--- src/rtl/regwin_pkg.sv ---
package regwin_pkg;
  localparam int DEC_W = 5;
  localparam int BYTE_W = 8;
  localparam logic [DEC_W-1:0] OFS_DIR_A  = 5'h00;
  localparam logic [DEC_W-1:0] OFS_DIR_B  = 5'h01;
  localparam logic [DEC_W-1:0] OFS_DAT_A  = 5'h02;
  localparam logic [DEC_W-1:0] OFS_DAT_B  = 5'h03;
  localparam logic [DEC_W-1:0] OFS_TSTAT  = 5'h08;

  typedef struct packed {
    logic dir_a;
    logic dir_b;
    logic dat_a;
    logic dat_b;
    logic tstat;
  } regsel_t;

  function automatic regsel_t decode_ofs(input logic [DEC_W-1:0] ofs);
    regsel_t s;
    s.dir_a = (ofs == OFS_DIR_A);
    s.dir_b = (ofs == OFS_DIR_B);
    s.dat_a = (ofs == OFS_DAT_A);
    s.dat_b = (ofs == OFS_DAT_B);
    s.tstat = (ofs == OFS_TSTAT);
    return s;
  endfunction
endpackage

--- src/rtl/regwin_port.sv ---
module regwin_port #(
  parameter int         W            = 8,
  parameter logic [W-1:0] LATCH_MASK = '1,
  parameter bit         MASKED_STORE = 1'b0
) (
  input  logic         clk,
  input  logic         rst,
  input  logic         dir_we,
  input  logic         dat_we,
  input  logic [W-1:0] wdata,
  input  logic [W-1:0] pins,
  output logic [W-1:0] dir_o,
  output logic [W-1:0] drive_o,
  output logic [W-1:0] rd_o
);
  logic [W-1:0] dir_q;
  logic [W-1:0] lat_q;

  always_ff @(posedge clk) begin
    if (rst)         dir_q <= '0;
    else if (dir_we) dir_q <= wdata;
  end

  generate
    if (MASKED_STORE) begin : g_masked
      // only output-direction bits take the new value
      always_ff @(posedge clk) begin
        if (rst)         lat_q <= '0;
        else if (dat_we) lat_q <= ((lat_q & ~dir_q) | (wdata & dir_q)) & LATCH_MASK;
      end
      assign drive_o = lat_q;
    end else begin : g_plain
      logic [W-1:0] drv_q;
      always_ff @(posedge clk) begin
        if (rst) begin
          lat_q <= '0;
          drv_q <= '0;
        end else if (dat_we) begin
          lat_q <= wdata & LATCH_MASK;
          drv_q <= (pins & ~dir_q) | (wdata & dir_q);
        end
      end
      assign drive_o = drv_q;
    end
  endgenerate

  for (genvar i = 0; i < W; i++) begin : g_merge
    assign rd_o[i] = dir_q[i] ? lat_q[i] : pins[i];
  end

  assign dir_o = dir_q;
endmodule

--- src/rtl/regwin_tstat.sv ---
module regwin_tstat #(
  parameter int CTRL_W = 5,
  parameter int FLAG_W = 3,
  localparam int STAT_W = CTRL_W + FLAG_W
) (
  input  logic              clk,
  input  logic              rst,
  input  logic              wr_en,
  input  logic              rd_en,
  input  logic [CTRL_W-1:0] wdata,
  input  logic [FLAG_W-1:0] flags_i,
  output logic [CTRL_W-1:0] ctrl_o,
  output logic [STAT_W-1:0] rd_o,
  output logic              rd_pulse_o
);
  logic [CTRL_W-1:0] ctrl_q;
  logic              pulse_q;

  always_ff @(posedge clk) begin
    if (rst) begin
      ctrl_q  <= '0;
      pulse_q <= 1'b0;
    end else begin
      if (wr_en) ctrl_q <= wdata;
      pulse_q <= rd_en;
    end
  end

  assign ctrl_o     = ctrl_q;
  assign rd_o       = {flags_i, ctrl_q};
  assign rd_pulse_o = pulse_q;
endmodule

--- src/rtl/periph_regwin.sv ---
module periph_regwin
  import regwin_pkg::*;
#(
  parameter int AW     = 16,
  parameter int CTRL_W = 5,
  parameter int FLAG_W = 3,
  parameter int PB_OUT = 5
) (
  input  logic              clk,
  input  logic              rst,
  input  logic [AW-1:0]     bus_addr,
  input  logic [7:0]        bus_wdata,
  input  logic              bus_we,
  input  logic              bus_re,
  output logic [7:0]        bus_rdata,
  input  logic [7:0]        pa_pins_i,
  output logic [7:0]        pa_dir_o,
  output logic [7:0]        pa_drive_o,
  input  logic [7:0]        pb_pins_i,
  output logic [7:0]        pb_dir_o,
  output logic [7:0]        pb_drive_o,
  input  logic [FLAG_W-1:0] tmr_flags_i,
  output logic [CTRL_W-1:0] tmr_ctrl_o,
  output logic              tmr_stat_rd_o
);
  localparam logic [BYTE_W-1:0] PB_MASK = BYTE_W'((1 << PB_OUT) - 1);

  logic              unused_addr_hi;
  regsel_t           sel;
  logic [BYTE_W-1:0] rd_a, rd_b, rd_t, rd_mux, rdata_q;

  assign unused_addr_hi = ^bus_addr[AW-1:DEC_W];
  assign sel = decode_ofs(bus_addr[DEC_W-1:0]);

  regwin_port #(.W(BYTE_W), .LATCH_MASK('1), .MASKED_STORE(1'b0)) u_port_a (
    .clk(clk), .rst(rst),
    .dir_we(bus_we && sel.dir_a), .dat_we(bus_we && sel.dat_a),
    .wdata(bus_wdata), .pins(pa_pins_i),
    .dir_o(pa_dir_o), .drive_o(pa_drive_o), .rd_o(rd_a)
  );

  regwin_port #(.W(BYTE_W), .LATCH_MASK(PB_MASK), .MASKED_STORE(1'b1)) u_port_b (
    .clk(clk), .rst(rst),
    .dir_we(bus_we && sel.dir_b), .dat_we(bus_we && sel.dat_b),
    .wdata(bus_wdata), .pins(pb_pins_i),
    .dir_o(pb_dir_o), .drive_o(pb_drive_o), .rd_o(rd_b)
  );

  regwin_tstat #(.CTRL_W(CTRL_W), .FLAG_W(FLAG_W)) u_tstat (
    .clk(clk), .rst(rst),
    .wr_en(bus_we && sel.tstat), .rd_en(bus_re && sel.tstat),
    .wdata(bus_wdata[CTRL_W-1:0]), .flags_i(tmr_flags_i),
    .ctrl_o(tmr_ctrl_o), .rd_o(rd_t), .rd_pulse_o(tmr_stat_rd_o)
  );

  always_comb begin
    rd_mux = '0;
    if (sel.dir_a)      rd_mux = pa_dir_o;
    else if (sel.dir_b) rd_mux = pb_dir_o;
    else if (sel.dat_a) rd_mux = rd_a;
    else if (sel.dat_b) rd_mux = rd_b;
    else if (sel.tstat) rd_mux = rd_t;
  end

  always_ff @(posedge clk) begin
    if (rst) rdata_q <= '0;
    else     rdata_q <= bus_re ? rd_mux : '0;
  end

  assign bus_rdata = rdata_q;
endmodule

--- config.mk ---
export PLATFORM = sky130hd
export DESIGN_NAME = periph_regwin
export DESIGN_NICKNAME = d
export VERILOG_FILES = /design/src/rtl/regwin_pkg.sv /design/src/rtl/regwin_port.sv /design/src/rtl/regwin_tstat.sv /design/src/rtl/periph_regwin.sv
export SDC_FILE = /design/constraint.sdc
export NUM_CORES = 1
export LEC_CHECK = 0
export ABC_AREA = 1
export BUFFER_PORTS_ARGS = -buffer_cell sky130_fd_sc_hd__buf_4
export CELL_PAD_IN_SITES_DETAIL_PLACEMENT = 0
export CELL_PAD_IN_SITES_GLOBAL_PLACEMENT = 1
export CORE_UTILIZATION = 29
export CTS_CLUSTER_DIAMETER = 80
export DETAILED_ROUTE_END_ITERATION = 12
export PLACE_DENSITY = 0.71
export SLEW_MARGIN = 40
export SYNTH_ARGS = -nofsm -noshare
export SYNTH_HDL_FRONTEND = slang
export SYNTH_HIERARCHICAL = 1
export SYNTH_SLANG_ARGS = --single-unit
--- constraint.sdc ---
create_clock -name clk -period 1.1 [get_ports clk]
set_input_delay 0.11 -clock clk [delete_from_list [all_inputs] [get_ports clk]]
set_output_delay 0.11 -clock clk [all_outputs]
set_load 0.005 [all_outputs]
[After elaboration in Yosys (flattened, before gate mapping)]
Index checks and enable logic that the tools add are counted.
Word-level totals
  register bits: 51
  latch bits: 0
  RAM bits: 0
  bits in read-only memories: 0
  input port bits: 47
  output and inout bits: 46
  word-level logic and storage cells: 50
  memories kept: 0
Operators by class
  $add $sub $neg: 0
  $mul: 0
  divide/modulo/power cells: 0
  magnitude comparators: 0
  equality and inequality tests: 4
  shifts and indexed selects: 0
  multiplexer cells: 21
  bitwise logic cells: 9
  reductions and logical operators: 8
Operator list (count)
  $mux 8: 5
  $and 8x8->8: 2
  $mux 1: 16
  $and 5x5->5: 2
  $eq 5x2->1 const B: 2
  $not 8->8: 1
  $or 8x8->8: 1
  $logic_and 1x1->1: 6
  $eq 5x1->1 const B: 1
  $eq 5x4->1 const B: 1
  $logic_not 5->1: 1
  $not 5->5: 1
  $or 5x5->5: 1
  $reduce_or 2->1: 1
  $not 1->1: 1

[Logic depth before layout (Yosys ltp)]
  depth after elaboration: 6
  depth in mapped cells: 11
  depth with buffers taken out: 9

[Modules after synthesis]
The synthesis kept the hierarchy.
Modules (own cells, without submodules)
  regwin_port at u_port_a: instances 1, cells each 154, area an instance 1073.5 µm², sequential area each 480.5 µm²
  periph_regwin: instances 1, cells each 110, area an instance 768.2 µm², sequential area each 160.2 µm²
  regwin_port at u_port_b: instances 1, cells each 90, area an instance 580.6 µm², sequential area each 260.2 µm²
  regwin_tstat: instances 1, cells each 43, area an instance 296.5 µm², sequential area each 120.1 µm²

[Worst setup path before layout]
Ideal clock, no wire load.
  path type: input -> register
  start point: input bus_addr[4]
  end point: register u_port_a.g_plain.drv_q[5] (netlist: u_port_a/drive_o[5])
  arrival: 1.092 ns
  setup slack: -0.101 ns
  cell stages on the path: 10
  path buffers: 2
  path through: nor4_1 nand2_1 nor2_1 buf_6 inv_4 buf_6 nand2_1 nand3_1 nand2_1 inv_1
Between the ends
  longest elaborated chain between the ends: 2
RTL lines
  from (decl): RTL line periph_regwin.sv:11  | input logic [AW-1:0] bus_addr,
  $eq 5x2->1: RTL line regwin_pkg.sv:22  | s.dat_a = (ofs == OFS_DAT_A);
  $logic_and 1x1->1: RTL line periph_regwin.sv:37  | .dir_we(bus_we && sel.dir_a), .dat_we(bus_we && sel.dat_a),
  to (signal assigned): RTL line regwin_port.sv:40  | drv_q <= (pins & ~dir_q) | (wdata & dir_q);
  to (decl): RTL line regwin_port.sv:33  | logic [W-1:0] drv_q;
No other way between the ends.
A chain may end at the register's enable or synchronous reset.

[Worst setup path after layout]
  start point: register u_port_a.dir_q[2] (netlist: u_port_a/dir_o[2])
  end point: register rdata_q[2] (netlist: bus_rdata[2])
Between the ends
  longest elaborated chain between the ends: 4
RTL lines
  from (decl): RTL line regwin_port.sv:16  | logic [W-1:0] dir_q;
  from (signal assigned): RTL line regwin_port.sv:21  | else if (dir_we) dir_q <= wdata;
  $mux 1: RTL line regwin_port.sv:48  | assign rd_o[i] = dir_q[i] ? lat_q[i] : pins[i];
  named net rd_a[2]: RTL line periph_regwin.sv:30  | logic [BYTE_W-1:0] rd_a, rd_b, rd_t, rd_mux, rdata_q;
  $mux 8: RTL line periph_regwin.sv:60  | else if (sel.dat_a) rd_mux = rd_a;
  $mux 8: RTL line periph_regwin.sv:59  | else if (sel.dir_b) rd_mux = pb_dir_o;
  $mux 8: RTL line periph_regwin.sv:58  | if (sel.dir_a) rd_mux = pa_dir_o;
  to (signal assigned): RTL line periph_regwin.sv:67  | else rdata_q <= bus_re ? rd_mux : '0;
  to (decl): RTL line periph_regwin.sv:30
The timed path passes the listed nets, and every way through them passes these cells.

==> results.json <==
{
  "use_met1": 0.231,
  "layout_commonest_cell": "buf_4",
  "pin_count": 93,
  "timing.final.hold_violations": 0,
  "endpoint_kind": "flip-flop",
  "syn2layout_area_growth_pct": 44.9,
  "report.final.slew_viol_count": 0,
  "vias": 2906,
  "fin_worst_skew_ns": 0.0103,
  "synth.distinct_cells": 24,
  "path_clk_slew_ns": 0.11,
  "outcome": "finished, violations left",
  "hpwl_mm": 6.27,
  "p_per_area_nw_per_um2": 908,
  "die_area_um2": 9770,
  "die_x_um": 98.8,
  "numCtsBuffers": 5,
  "crit_arrival_ns": 1.32,
  "antenna_left": 0,
  "worstSetupStartpointType": "flip-flop",
  "final_nets": 560,
  "drcViolationCount": 0,
  "critical_path.max_stage_delay_ns": 0.38,
  "overflow": 0,
  "path_cells": "inv_2 -> nand2_1 -> nand2_1 -> nand4_1 -> nand4_1 -> nor2_2 -> nor2_2",
  "grt_use_met3": 0.0255,
  "synth_cells": 397,
  "syn_avg_cell_area_um2": 6.85,
  "vdd_ir_drop_max_uv": 486,
  "total_power_mw": 3.58,
  "netlist.top_cell.by_area": "dfxtp_1",
  "wl_per_cell_um": 13.4,
  "hp-class": "input port to flip-flop",
  "postRouteWirelength_mm": 8.32,
  "period_share": 1.01,
  "drt-pass1-iter-count": 4,
  "path_max_fanout": 4,
  "grt_max_degree": 25,
  "failed_checks": "negative setup slack",
  "routabilityCongestion": 0.816,
  "syn-cell-area_um2": 2720,
  "setup_ws_ns": -0.00784,
  "cts_sinks": 51,
  "cpMaxStageDelayCell": "dfxtp_4",
  "rows": 34,
  "cts_root_buffer": "clkbuf_8",
  "grt_pass1_vias": 2767,
  "core-area_um2": 8890,
  "seq_area_frac_synth": 0.376,
  "clkLatencyLatePin_ns": 0.31,
  "grtUsageMet2": 0.302,
  "layout.cells.non_filler": 622,
  "utilization": 0.443,
  "die_h_um": 98.8,
  "max-cap-violations": 0,
  "htree_levels": 2,
  "clockBufferDepth": 2,
  "cts_tree": "built",
  "grt_use_total": 0.176,
  "synth_top_area_frac": 0.376,
  "rsz0062_at_grt": "true",
  "yosys-top-cells-area": "dfxtp_1 (38%), nor2_1 (12%), nand2_1 (11%)",
  "dp_cells": 608,
  "diodes": 0,
  "final_cell_mix": "buf_4 (124), nor2_1 (74), nand2_1 (71), nand4_1 (40), dfxtp_1 (40)",
  "busiest_layer": "met2",
  "start_util": 0.306,
  "portBuffers": 78,
  "drive_gt1_frac": 0.383,
  "setup_viol": 1,
  "period_needed_ns": 1.11,
  "p_leak_nw": 1.87,
  "drt-initial-drc-count": 109,
  "synth_warnings": 6,
  "antenna_found_initial": 0,
  "critPathBufInv": 1,
  "viasPerCell": 4.67,
  "critPathKind": "flip-flop to flip-flop",
  "synth-seq-cells": 51,
  "worstPathRequired_ns": 1.31,
  "grt_pass1_wl_mm": 13.5,
  "cp_top_family": "simple AND/OR/NAND/NOR gates",
  "fmax_ghz": 0.903
}
[worst register-to-register path, cell delays in order (launching register included)]
cell and delay [ns]:
dfxtp_4 0.38, inv_2 0.04, nand2_1 0.07, nand2_1 0.07
nand4_1 0.10, nand4_1 0.10, nor2_2 0.17, nor2_2 0.06
[where the power goes]
| group | leakage [nW] | internal [mW] | switching, mW |
|---|---|---|---|
| sequential | 0.418 | 1.85 | 0.0151 |
| combinational | 1.40 | 0.236 | 0.278 |
| clock | 0.0474 | 0.516 | 0.679 |
| total | 1.87 | 2.61 | 0.972 |
[state kept, by name (all words and copies together) (netlist names), named ones only]
name / cells
u_port_a/lat_q: 8
u_tstat/ctrl_o: 5
u_port_b/dir_o: 8
bus_rdata: 8
u_port_a/dir_o: 8
u_tstat/rd_pulse_o: 1
u_port_a/drive_o: 8
[timing repair]
action | in CTS | in global routing
gates resized for setup | 8 | 48
hold buffers | 0 | 0
endpoints found under the setup margin | 5 | 24
pin swaps | 0 | 23
buffers inserted | 1 | 5
gates cloned | 0 | 1
[synthesized netlist by cell type]
| master | instances |
|---|---|
| nor2_4 | 2 |
| nor4_1 | 1 |
| or2_2 | 1 |
| buf_4 | 14 |
| clkbuf_8 | 2 |
| dfxtp_1 | 51 |
| nand2_1 | 77 |
| nor2_2 | 1 |
| conb_1 | 1 |
| buf_8 | 2 |
| o21ai_0 | 19 |
| clkdlybuf4s25_2 | 1 |
| nor2_1 | 87 |
| a21oi_1 | 18 |
| inv_4 | 1 |
| clkinv_4 | 1 |
| nand4_1 | 40 |
| nand3_2 | 1 |
| nor2_8 | 2 |
| inv_2 | 5 |
| nand3_1 | 20 |
| buf_6 | 7 |
| inv_6 | 1 |
| inv_1 | 42 |
[stage by stage]
step	TNS (ns)	worst slack (ns)	cell area, µm²	hold slack [ns]
2_1_floorplan	-0.246	-0.0494	2750	0.181
3_3_place_gp	-8.33	-0.324	3620	0.376
3_5_place_dp	-8.35	-0.323	3620	0.382
4_1_cts	0	0.00108	3750	0.0472
5_1_grt	-0.236	-0.107	3940	0.0673
6_report	-0.00784	-0.00784	3940	0.0590
[final cells by class]
class,count,area (µm²)
Fill cell,933,4950
Multi-Input combinational cell,272,1360
Timing Repair Buffer,133,1090
Sequential cell,51,1050
Inverter,50,210
Tap cell,108,135
Clock buffer,6,82.6
Clock inverter,2,16.3
[path summary, 6_finish.rpt]
path / start / endpoint / slack (ns) / cells after the start
worst min register to register: u_port_a/lat_q[6] / u_port_a/lat_q[6] / 0.47 / 2
worst max register to register: u_port_a/dir_o[2] / bus_rdata[2] / -0.008 / 7
worst min-delay path: bus_wdata[7] / u_port_b/dir_o[7] / 0.06 / 3
worst max-delay path: u_port_a/dir_o[2] / bus_rdata[2] / -0.008 / 7
[cell families after synthesis]
logic type | Yosys count | share of synthesized area
and+or+nand+nor | 232 | 0.389
buffers and inverters | 76 | 0.166
DFF | 51 | 0.376
AOI/OAI and AO/OA | 37 | 0.0681
other | 1 | 0.00138
[layer usage]
layer / share of wire / vias to the layer above
met3: 0.057 / 6
li1: - / 1498
met4: 0.010 / 0
met2: 0.48 / 98
met1: 0.46 / 1304
met5: 0 / -
Power figures use the tool's default switching activity.
